File: src/rtl/brgen_pkg.sv
package brgen_pkg;

    localparam int unsigned KIND_W = 3;
    localparam int unsigned CYC_W  = 2;

    typedef enum logic [KIND_W-1:0] {
        KIND_LONG  = 3'd0,
        KIND_BLOCK = 3'd1,
        KIND_SHORT = 3'd2,
        KIND_PAIR0 = 3'd3,
        KIND_PAIR1 = 3'd4
    } brgen_kind_e;

    function automatic logic [CYC_W-1:0] cost_of(input logic [KIND_W-1:0] k);
        case (k)
            KIND_LONG:  cost_of = 2'd3;
            KIND_BLOCK: cost_of = 2'd2;
            KIND_SHORT: cost_of = 2'd2;
            KIND_PAIR0: cost_of = 2'd3;
            KIND_PAIR1: cost_of = 2'd3;
            default:    cost_of = 2'd0;
        endcase
    endfunction

    function automatic logic is_legal(input logic [KIND_W-1:0] k);
        is_legal = (k <= KIND_PAIR1);
    endfunction

endpackage

File: src/rtl/brgen_splice.sv
module brgen_splice #(
    parameter int unsigned PC_W   = 14,
    parameter int unsigned KEEP_W = 2,
    localparam int unsigned LOW_W = PC_W - KEEP_W
) (
    input  logic [PC_W-1:0]  base_i,
    input  logic [LOW_W-1:0] low_i,
    output logic [PC_W-1:0]  tgt_o
);

    // Upper bits stay with the branch's own page or block.
    always_comb begin
        tgt_o = {base_i[PC_W-1:LOW_W], low_i};
    end

endmodule

File: src/rtl/brgen_reladd.sv
module brgen_reladd #(
    parameter int unsigned PC_W   = 14,
    parameter int unsigned DISP_W = 6,
    parameter int unsigned STEP   = 1
) (
    input  logic [PC_W-1:0]   base_i,
    input  logic [DISP_W-1:0] disp_i,
    output logic [PC_W-1:0]   tgt_o
);

    localparam int unsigned EXT_W = PC_W - DISP_W;
    localparam logic [PC_W-1:0] STEP_V = PC_W'(STEP);

    logic [PC_W-1:0] disp_ext;

    always_comb begin
        disp_ext = {{EXT_W{disp_i[DISP_W-1]}}, disp_i};
        // Sum truncates to PC_W bits, wrapping at the address space edge.
        tgt_o    = base_i + STEP_V + disp_ext;
    end

endmodule

File: src/rtl/brgen_top.sv
module brgen_top #(
    parameter int unsigned PC_W     = 14,
    parameter int unsigned BLK_KEEP = 2,
    parameter int unsigned PG_KEEP  = 6,
    parameter int unsigned DISP_W   = 6,
    parameter int unsigned PAIR_W   = 8
) (
    input  logic                           clk,
    input  logic                           rst_n,
    input  logic                           req_i,
    input  logic [brgen_pkg::KIND_W-1:0]   kind_i,
    input  logic [PC_W-1:0]                pc_i,
    input  logic [PC_W-1:0]                imm_i,
    input  logic [PAIR_W-1:0]              de_i,
    input  logic [PAIR_W-1:0]              xa_i,
    output logic [PC_W-1:0]                pc_o,
    output logic                           valid_o,
    output logic [brgen_pkg::CYC_W-1:0]    cycles_o
);

    import brgen_pkg::*;

    localparam int unsigned BLK_LOW = PC_W - BLK_KEEP;
    localparam int unsigned NPAIR   = 2;

    typedef struct packed {
        logic             valid;
        logic [PC_W-1:0]  pc;
        logic [CYC_W-1:0] cyc;
    } out_t;

    logic [PC_W-1:0]   tgt_block;
    logic [PC_W-1:0]   tgt_short;
    logic [PAIR_W-1:0] pair_val [NPAIR];
    logic [PC_W-1:0]   tgt_pair [NPAIR];

    assign pair_val[0] = de_i;
    assign pair_val[1] = xa_i;

    brgen_splice #(.PC_W(PC_W), .KEEP_W(BLK_KEEP)) u_block (
        .base_i (pc_i),
        .low_i  (imm_i[BLK_LOW-1:0]),
        .tgt_o  (tgt_block)
    );

    generate
        for (genvar g = 0; g < NPAIR; g++) begin : g_pair
            brgen_splice #(.PC_W(PC_W), .KEEP_W(PG_KEEP)) u_page (
                .base_i (pc_i),
                .low_i  (pair_val[g]),
                .tgt_o  (tgt_pair[g])
            );
        end
    endgenerate

    brgen_reladd #(.PC_W(PC_W), .DISP_W(DISP_W), .STEP(1)) u_short (
        .base_i (pc_i),
        .disp_i (imm_i[DISP_W-1:0]),
        .tgt_o  (tgt_short)
    );

    out_t out_d, out_q;

    always_comb begin
        out_d       = out_q;
        out_d.valid = 1'b0;
        if (req_i && is_legal(kind_i)) begin
            out_d.valid = 1'b1;
            out_d.cyc   = cost_of(kind_i);
            case (brgen_kind_e'(kind_i))
                KIND_LONG:  out_d.pc = imm_i;
                KIND_BLOCK: out_d.pc = tgt_block;
                KIND_SHORT: out_d.pc = tgt_short;
                KIND_PAIR0: out_d.pc = tgt_pair[0];
                KIND_PAIR1: out_d.pc = tgt_pair[1];
                default:    out_d.pc = out_q.pc;
            endcase
        end
    end

    always_ff @(posedge clk or negedge rst_n) begin
        if (!rst_n) begin
            out_q <= '0;
        end else begin
            out_q <= out_d;
        end
    end

    assign pc_o     = out_q.pc;
    assign valid_o  = out_q.valid;
    assign cycles_o = out_q.cyc;

endmodule

File: config.mk
export PLATFORM = sky130hd
export DESIGN_NAME = brgen_top
export DESIGN_NICKNAME = d
export VERILOG_FILES = /design/src/rtl/brgen_pkg.sv /design/src/rtl/brgen_splice.sv /design/src/rtl/brgen_reladd.sv /design/src/rtl/brgen_top.sv
export SDC_FILE = /design/constraint.sdc
export NUM_CORES = 1
export LEC_CHECK = 0
export ABC_AREA = 1
export BUFFER_PORTS_ARGS = -buffer_cell sky130_fd_sc_hd__buf_2
export CORE_MARGIN = 2
export CORE_UTILIZATION = 55
export CTS_BUF_LIST = sky130_fd_sc_hd__clkbuf_4 sky130_fd_sc_hd__clkbuf_8
export DETAILED_ROUTE_END_ITERATION = 10
export PLACE_DENSITY = 0.95
export SYNTH_ARGS = -nofsm -noshare
export SYNTH_HDL_FRONTEND = slang
export SYNTH_SLANG_ARGS = --single-unit
File: constraint.sdc
create_clock -name clk -period 2.17 [get_ports clk]
set_input_delay 0.434 -clock clk [delete_from_list [all_inputs] [get_ports clk]]
set_output_delay 0.434 -clock clk [all_outputs]
set_load 0.02 [all_outputs]
==> results of run 1 <==
==> layer usage <==
metal	GRT usage (%)	vias to the layer above	routed length, um
met5	0	-	0
met4	4.348	0	56
met3	4.691	16	424
met2	51.61	115	2348
met1	33.38	936	1967
li1	-	1076	-
==> final cells by class <==
cell class,count,area (sq um)
sequential,17,425.4
inverter,47,176.4
fill,300,909.6
clock buffer,4,30.03
timing repair buffer,66,330.3
multi-input combinational,226,1151
tap,44,55.05
==> flip-flops by register name (all words and copies together) (netlist names) <==
signal	flops
pc_o	14
valid_o	1
cycles_o	2
==> critical path: stages <==
cell     delay, ns
buf_2         0.11
inv_1         0.05
ha_1          0.14
inv_1         0.08
fa_1          0.43
nand3_1       0.09
nand3_1       0.15
a21oi_1       0.21
nand2_1       0.07
nand2_1       0.06
nor2_1        0.05
nor2_1        0.09
nor2_1        0.04
==> final timing paths <==
check / start / slack (ns) / to / depth (start not counted)
min in group clk: imm_i[0] / 0.40 / pc_o[0]$_DFFE_PN0P_ / 3
min reg2reg: cycles_o[1]$_DFFE_PN0P_ / 0.47 / cycles_o[1]$_DFFE_PN0P_ / 1
min: rst_n / 0.05 / pc_o[5]$_DFFE_PN0P_ / 1
max: imm_i[0] / 0.36 / pc_o[6]$_DFFE_PN0P_ / 13
max in group asynchronous: rst_n / 1.83 / pc_o[7]$_DFFE_PN0P_ / 1
max reg2reg: pc_o[8]$_DFFE_PN0P_ / 1.30 / pc_o[8]$_DFFE_PN0P_ / 3
==> cell families (layout without fill, tap and decap cells) <==
group	count (synthesis)	after routing	share of synthesized area, %
flops	17	17	23.83
fa+ha+maj	14	14	10.23
xor+xnor	1	1	0.4906
simple gates	177	177	42.40
buf+inv	51	117	11.70
compound gates	34	34	11.35
==> report_power, final <==
group,total (mW),switching (mW),internal [mW],leakage (nW)
Sequential,0.390,0.0252,0.365,0.190
Clock,0.190,0.106,0.0841,0.0184
Combinational,0.501,0.316,0.185,1.03
Total,1.08,0.448,0.634,1.24
==> through the flow <==
stage          hold WS, ns  instance area [sq um]  cells
2_1_floorplan       0.1384                   1785    294
3_3_place_gp        0.3782                   2138    400
3_5_place_dp        0.3865                   2138    400
4_1_cts            0.05773                   2168    404
5_1_grt            0.06175                   2168    404
6_report           0.05030                   2168    404
==> cell usage after synthesis <==
cell / count
nor2_1: 32
o21ai_1: 1
xor2_1: 1
inv_2: 4
dfrtp_1: 17
nor2_4: 1
buf_2: 2
nand4_1: 5
or2_2: 4
inv_1: 43
a21oi_1: 21
o21ai_0: 4
ha_1: 13
nand2_2: 2
nor2_2: 1
nand2_1: 99
a31oi_1: 3
a22oi_1: 1
nand3b_1: 2
o211ai_2: 1
a22o_1: 1
a41oi_1: 1
nand4_2: 1
fa_1: 1
or2_1: 1
o21ai_4: 1
nand3_1: 29
buf_6: 2
==> flow_summary.json, run 1 <==
{
  "status": "complete, no violations",
  "hold_viol_final": 0,
  "layout-drive-gt1-share_pct": 23.61,
  "cts_resized": 0,
  "cp_max_fo": 5,
  "fin_util_pct": 70.45,
  "core_sq_mm": 0.003078,
  "p_leak_nw": 1.243,
  "vias": 2143,
  "period_share_pct": 83.22,
  "cts_root_buf": "clkbuf_4",
  "antenna_left": 0,
  "die_h_um": 60.98,
  "drv_cap": 0,
  "yosys_warnings": 0,
  "yosysTopAreaCellShare_pct": 23.83,
  "wl_mm": 4.797,
  "grt_use_total_pct": 27.55,
  "n_antenna_cell": 0,
  "num_io_pins": 67,
  "holdCritPathClass": "primary input to asynchronous set/reset pin",
  "numCtsBuffers": 3,
  "final_common_cell": "nand2_1",
  "slew_headroom_pct": 68.22,
  "yosysSeqAreaShare_pct": 23.83,
  "fin_setup_tns_ns": 0,
  "clock_latency_ns": 0.30,
  "grt_pass1_vias": 1896,
  "gp_congestion": 0.9359,
  "fmax_ghz": 0.5537,
  "clkSinkCount": 17,
  "drv_slew": 0,
  "drcViolationCount": 0,
  "area_growth_pct": 21.44,
  "fin_skew_ns": 0,
  "vdd_ir_drop_max_v": 0.0003465,
  "worst_setup_path_start_kind": "primary input",
  "drt_iter0_drc": 93,
  "arrival_ns": 2.00,
  "grt_max_degree": 25,
  "clk_pin_slew_ns": 0.10,
  "cts_setup_buffers": 0,
  "cts_buffer_depth": 2,
  "rows": 20,
  "synthTopCellsByArea": "dfrtp_1, nand2_1, ha_1",
  "crit_type": "primary input to register",
  "wl_per_cell_um": 11.87,
  "fin_ws_ns": 0.3640,
  "antenna_found_initial": 0,
  "powerDensity_mw_per_mm2": 498.8,
  "synth_top_cell_by_area": "dfrtp_1",
  "dp_worst_setup_slack_ns": 0.04612,
  "max_slew.worst_pin.slew_ns": 0.4762,
  "rsz0062_at_grt": "no",
  "dp_hpwl_mm": 3.892,
  "cts_tree": "built",
  "die_width_um": 60.98,
  "synth_nets": 358,
  "drt-pass1-iter-count": 8,
  "synth_seq_cells": 17,
  "worst_setup_path_end_kind": "register",
  "via_per_inst": 5.304,
  "final_cell_mix": "nand2_1, buf_2, inv_1",
  "port_buffers": 66,
  "dieArea_sq_mm": 0.003718,
  "postCtsHoldBufs": 0,
  "grt_overflow_total": 0,
  "netlist_area_sq_mm": 0.001785,
  "syn_area_per_cell_sq_um": 6.073,
  "synthCells": 294,
  "setup_viol": 0,
  "synth_cell_types": 28,
  "cp_data_required_time_ns": 2.37,
  "cts_max_level": 1,
  "initial_core_util_pct": 58.01,
  "power_mw": 1.082,
  "nets": 425,
  "grt_pass1_wl_mm": 7.817,
  "fin_crit_ns": 1.806
}
No activity file was read; power rests on OpenSTA's default activity.
==> run 2, diff against run 1 <==
--- a/config.mk
+++ b/config.mk
@@ -8,10 +8,10 @@
 export ABC_AREA = 1
 export BUFFER_PORTS_ARGS = -buffer_cell sky130_fd_sc_hd__buf_2
 export CORE_MARGIN = 2
-export CORE_UTILIZATION = 55
+export CORE_UTILIZATION = 51
 export CTS_BUF_LIST = sky130_fd_sc_hd__clkbuf_4 sky130_fd_sc_hd__clkbuf_8
 export DETAILED_ROUTE_END_ITERATION = 10
-export PLACE_DENSITY = 0.95
+export PLACE_DENSITY = 0.91
 export SYNTH_ARGS = -nofsm -noshare
 export SYNTH_HDL_FRONTEND = slang
 export SYNTH_SLANG_ARGS = --single-unit
==> constraint.sdc (replaced) <==
create_clock -name clk -period 1.9 [get_ports clk]
set_input_delay 0.38 -clock clk [delete_from_list [all_inputs] [get_ports clk]]
set_output_delay 0.38 -clock clk [all_outputs]
set_load 0.02 [all_outputs]
==> flow_summary.json, run 2 (synthesized netlist as in run 1, its figures left out) <==
{
  "via_per_inst": 5.112,
  "power.switching_mw": 0.5178,
  "antenna_found_initial": 0,
  "crit_type": "primary input to register",
  "wl_per_cell_um": 11.55,
  "drcViolationCount": 0,
  "cp_data_required_time_ns": 2.10,
  "clkPwrFrac_pct": 16.7,
  "antenna_left": 0,
  "drv_slew": 0,
  "pwr-share-comb_pct": 47.1,
  "vias": 2101,
  "arrival_ns": 1.86,
  "fillers": 314,
  "fin_ws_ns": 0.2403,
  "wl_mm": 4.746,
  "final_common_cell": "nand2_1",
  "netSwitchingFraction_pct": 41.99,
  "cts_resized": 0,
  "area_growth_pct": 23.69,
  "drt-pass1-iter-count": 4,
  "dpl_cell_area_sq_mm": 0.002171,
  "seqPwrFrac_pct": 36.2,
  "fin_setup_tns_ns": 0,
  "numCtsBuffers": 3,
  "gp_congestion": 0.8903,
  "num_io_pins": 67,
  "cp_max_fo": 4,
  "worst_setup_path_start_kind": "primary input",
  "grt_pass1_wl_mm": 8.086,
  "layout-drive-gt1-share_pct": 24.38,
  "slew_headroom_pct": 69.89,
  "rows": 21,
  "port_buffers": 66,
  "final_cell_mix": "nand2_1, buf_2, inv_1",
  "clk_pin_slew_ns": 0.10,
  "clock_latency_ns": 0.30,
  "rsz0062_at_grt": "no",
  "p_leak_nw": 1.266,
  "clkSinkCount": 17,
  "status": "complete, no violations",
  "drt_iter0_drc": 143,
  "initial_core_util_pct": 53.51,
  "grt_max_degree": 18,
  "placedCellCount": 406,
  "period_share_pct": 87.35,
  "nets": 430,
  "max_slew.worst_pin.slew_ns": 0.4511,
  "powerDensity_mw_per_mm2": 558.4,
  "die_width_um": 63.17,
  "largest_reg_flops": 14,
  "final_cells": 411,
  "dp_worst_setup_slack_ns": -0.08308,
  "p_int_mw": 0.7154,
  "n_antenna_cell": 0,
  "power_mw": 1.233,
  "hold_viol_final": 0,
  "cts_tree": "built",
  "dp_hpwl_mm": 3.907,
  "fin_crit_ns": 1.660,
  "holdCritPathClass": "primary input to register",
  "grt_overflow_total": 0,
  "vdd_ir_drop_max_v": 0.0003352,
  "die_h_um": 63.17,
  "cts_max_level": 1,
  "grt_use_total_pct": 24.59,
  "cts_root_buf": "clkbuf_4",
  "cts_buffer_depth": 2,
  "grt_pass1_vias": 1904,
  "postLayoutCellArea_sq_mm": 0.002208,
  "dieArea_sq_mm": 0.003990,
  "fmax_ghz": 0.6025,
  "setup_viol": 0,
  "core_sq_mm": 0.003337,
  "drv_cap": 0,
  "fin_skew_ns": 0,
  "worst_setup_path_end_kind": "register"
}
[run 2: cell count changes in the layout (fill, tap and decap cells not counted)]
cell and delta:
dlygate4sd3_1 +1, clkinv_2 +1, buf_4 +4, clkbuf_4 -1
[run 2: worst max-delay path: stages]
cell and delay [ns]:
buf_2 0.10, inv_1 0.05, ha_1 0.13, inv_1 0.05, fa_1 0.39, nand3_1 0.09
nand3_1 0.14, a21oi_1 0.19, nand2_1 0.07, nand2_1 0.07, nor2_1 0.05, nor2_1 0.09
nor2_1 0.04
[run 2: path summary, 6_finish.rpt]
check | slack, ns | to | from | depth (start not counted)
setup / recovery | 0.24 | pc_o[6]$_DFFE_PN0P_ | imm_i[0] | 13
hold / removal | 0.34 | pc_o[0]$_DFFE_PN0P_ | imm_i[0] | 3
setup reg to reg | 1.00 | pc_o[8]$_DFFE_PN0P_ | pc_o[8]$_DFFE_PN0P_ | 3
hold reg to reg | 0.47 | cycles_o[1]$_DFFE_PN0P_ | cycles_o[1]$_DFFE_PN0P_ | 1
max in group asynchronous | 1.10 | cycles_o[0]$_DFFE_PN0P_ | rst_n | 2
min in group asynchronous | 0.51 | pc_o[9]$_DFFE_PN0P_ | rst_n | 2
[run 2: routing by layer]
metal	global-route usage [%]	part of all wire [%]	vias to the layer above
met5	0	0	-
met4	3.804	0.55	0
met3	5.179	7.7	5
met2	41.76	48	94
met1	32.88	44	925
li1	-	-	1077
[run 2: repair_timing]
action                    4_1_cts  5_1_grt
hold endpoints to repair       17        0
buffers inserted                0        0
hold buffers                    1        0
[run 2: per-stage QoR]
stage	hold slack [ns]	util, %
6_report	0.3437	66.18
5_1_grt	0.3505	66.18
4_1_cts	0.3362	66.18
3_5_place_dp	0.3185	65.05
3_3_place_gp	0.3205	65.05
2_1_floorplan	0.08441	-
[run 2: cell type report]
type	instances	area (sq um)	area share, %
clock buffers	3	22.52	1.020
clock inverters	1	5.005	0.2266
inverters	47	176.4	7.989
multi-input cells	226	1151	52.12
flip-flops and latches	17	425.4	19.26
well taps	46	57.56	2.606
repair buffers	71	370.4	16.77
[run 2: power groups by stage]
stage	Sequential, mW	Combinational [mW]	Clock, mW
final	0.447	0.580	0.206
after global routing	0.452	0.649	0.224
after CTS	0.445	0.580	0.211
after detailed placement	0.451	0.577	0
after global placement	0.451	0.561	0
after floorplan	0.521	0.311	0
==> run 3, diff against run 2 <==
==> constraint.sdc (replaced) <==
create_clock -name clk -period 1.6 [get_ports clk]
set_input_delay 0.32 -clock clk [delete_from_list [all_inputs] [get_ports clk]]
set_output_delay 0.32 -clock clk [all_outputs]
set_load 0.02 [all_outputs]
==> flow_summary.json, run 3 (synthesized netlist as in run 1, its figures left out) <==
{
  "crit_chain": "buf_2, inv_1, ha_1, inv_1, fa_2, buf_4, or2_2, a31oi_1, a21oi_1",
  "grt_use_total_pct": 27.18,
  "power_mw": 1.570,
  "fin_crit_ns": 1.534,
  "gp_congestion": 0.9022,
  "rows": 21,
  "rsz0062_at_grt": "yes",
  "period_share_pct": 95.88,
  "status": "complete, no violations",
  "grt_max_degree": 18,
  "clock_latency_ns": 0.31,
  "fin_skew_ns": 0,
  "slowest_stage": "fa_2",
  "nets": 451,
  "cts_max_level": 1,
  "initial_core_util_pct": 53.51,
  "cts_root_buf": "clkbuf_4",
  "slew_headroom_pct": 72.43,
  "largest_reg_flops": 14,
  "cp_data_required_time_ns": 1.81,
  "wl_mm": 5.457,
  "vias": 2233,
  "core_sq_mm": 0.003337,
  "die_width_um": 63.17,
  "fin_util_pct": 71.99,
  "holdCritPathClass": "primary input to register",
  "wl_per_cell_um": 12.63,
  "fin_ws_ns": 0.06588,
  "max_slew.worst_pin.slew_ns": 0.4135,
  "arrival_ns": 1.74,
  "dieArea_sq_mm": 0.003990,
  "num_io_pins": 67,
  "worst_setup_path_end_kind": "register",
  "cts_tree": "built",
  "path_delay_family": "adder cells",
  "dp_worst_setup_slack_ns": -0.2183,
  "grt_pass1_wl_mm": 8.783,
  "area_growth_pct": 34.55,
  "cp_max_fo": 2,
  "drcViolationCount": 0,
  "clk_pin_slew_ns": 0.12,
  "worst_setup_path_start_kind": "primary input",
  "numCtsBuffers": 3,
  "crit_path_frequent_cell": "inv_1",
  "grt_overflow_total": 0,
  "multiInputGateArea_sq_mm": 0.001187,
  "final_common_cell": "nand2_1",
  "fmax_ghz": 0.6518,
  "port_buffers": 66,
  "drv_slew": 0,
  "layout-drive-gt1-share_pct": 29.79,
  "setup_viol": 0,
  "crit_type": "primary input to register",
  "antenna_left": 0,
  "seq_area_sq_um": 425.4,
  "clkSinkCount": 17,
  "vdd_ir_drop_max_v": 0.0003774,
  "antenna_found_initial": 0,
  "drv_cap": 0,
  "cts_buffer_depth": 2,
  "hold_viol_final": 0,
  "final_cell_mix": "nand2_1, buf_2, inv_1",
  "die_h_um": 63.17,
  "powerDensity_mw_per_mm2": 653.4,
  "via_per_inst": 5.169,
  "dp_hpwl_mm": 4.366,
  "drt_iter0_drc": 146,
  "grt_pass1_vias": 2067,
  "p_leak_nw": 1.374,
  "n_antenna_cell": 0,
  "fillers": 276,
  "path_buf_inv": 4,
  "cp_slowest_stage_delay_ns": 0.38,
  "drt-pass1-iter-count": 5
}
## run 3: layout make-up
type                    instances  area share [%]
inverters                      47           7.344
clock inverters                 1          0.2083
repair buffers                 92           21.98
multi-input cells             226           49.43
clock buffers                   3          0.9375
well taps                      46           2.396
flip-flops and latches         17           17.71
## run 3: worst reg2reg max path, stage by stage (launching register included)
cell and delay, ns:
dfrtp_1 0.41, or2_2 0.30, nand2_1 0.07, inv_1 0.04
## run 3: layer usage
metal	track usage [%]	share of wire (%)	up-vias
met4	6.250	1.3	0
met5	0	0	-
met3	2.857	6.3	9
met1	33.37	42	1000
li1	-	-	1125
met2	50.80	50	99
## run 3: what timing repair did
item	4_1_cts	5_1_grt
endpoints found under the setup margin	0	1
hold buffers	1	0
endpoints found under the hold margin	17	0
setup buffers	0	1
resized for setup	0	4
## run 3: path summary, 6_finish.rpt
path | slack, ns | cells past startpoint | startpoint | end
worst min register to register | 0.47 | 1 | cycles_o[1]$_DFFE_PN0P_ | cycles_o[1]$_DFFE_PN0P_
worst min-delay path | 0.28 | 3 | imm_i[0] | pc_o[0]$_DFFE_PN0P_
max in group asynchronous | 0.85 | 2 | rst_n | pc_o[5]$_DFFE_PN0P_
worst max register to register | 0.70 | 3 | pc_o[8]$_DFFE_PN0P_ | pc_o[8]$_DFFE_PN0P_
min in group asynchronous | 0.46 | 2 | rst_n | cycles_o[1]$_DFFE_PN0P_
worst max-delay path | 0.07 | 9 | pc_i[0] | pc_o[2]$_DFFE_PN0P_
## run 3: where the power goes
part / internal, mW / switching [mW] / leakage, nW
combinational: 0.315 / 0.463 / 1.17
clock: 0.0934 / 0.168 / 0.0177
sequential: 0.494 / 0.0357 / 0.190
## run 3: per-stage QoR
step                      hold WS (ns)  instance area, sq um  TNS (ns)  instances
after floorplan                0.02441                  1797         0        294
after global placement          0.2588                  2332   -0.7679        426
after detailed placement        0.2700                  2332    -1.308        426
after CTS                       0.2949                  2370         0        431
after global routing            0.2862                  2402  -0.02118        432
final                           0.2804                  2402         0        432
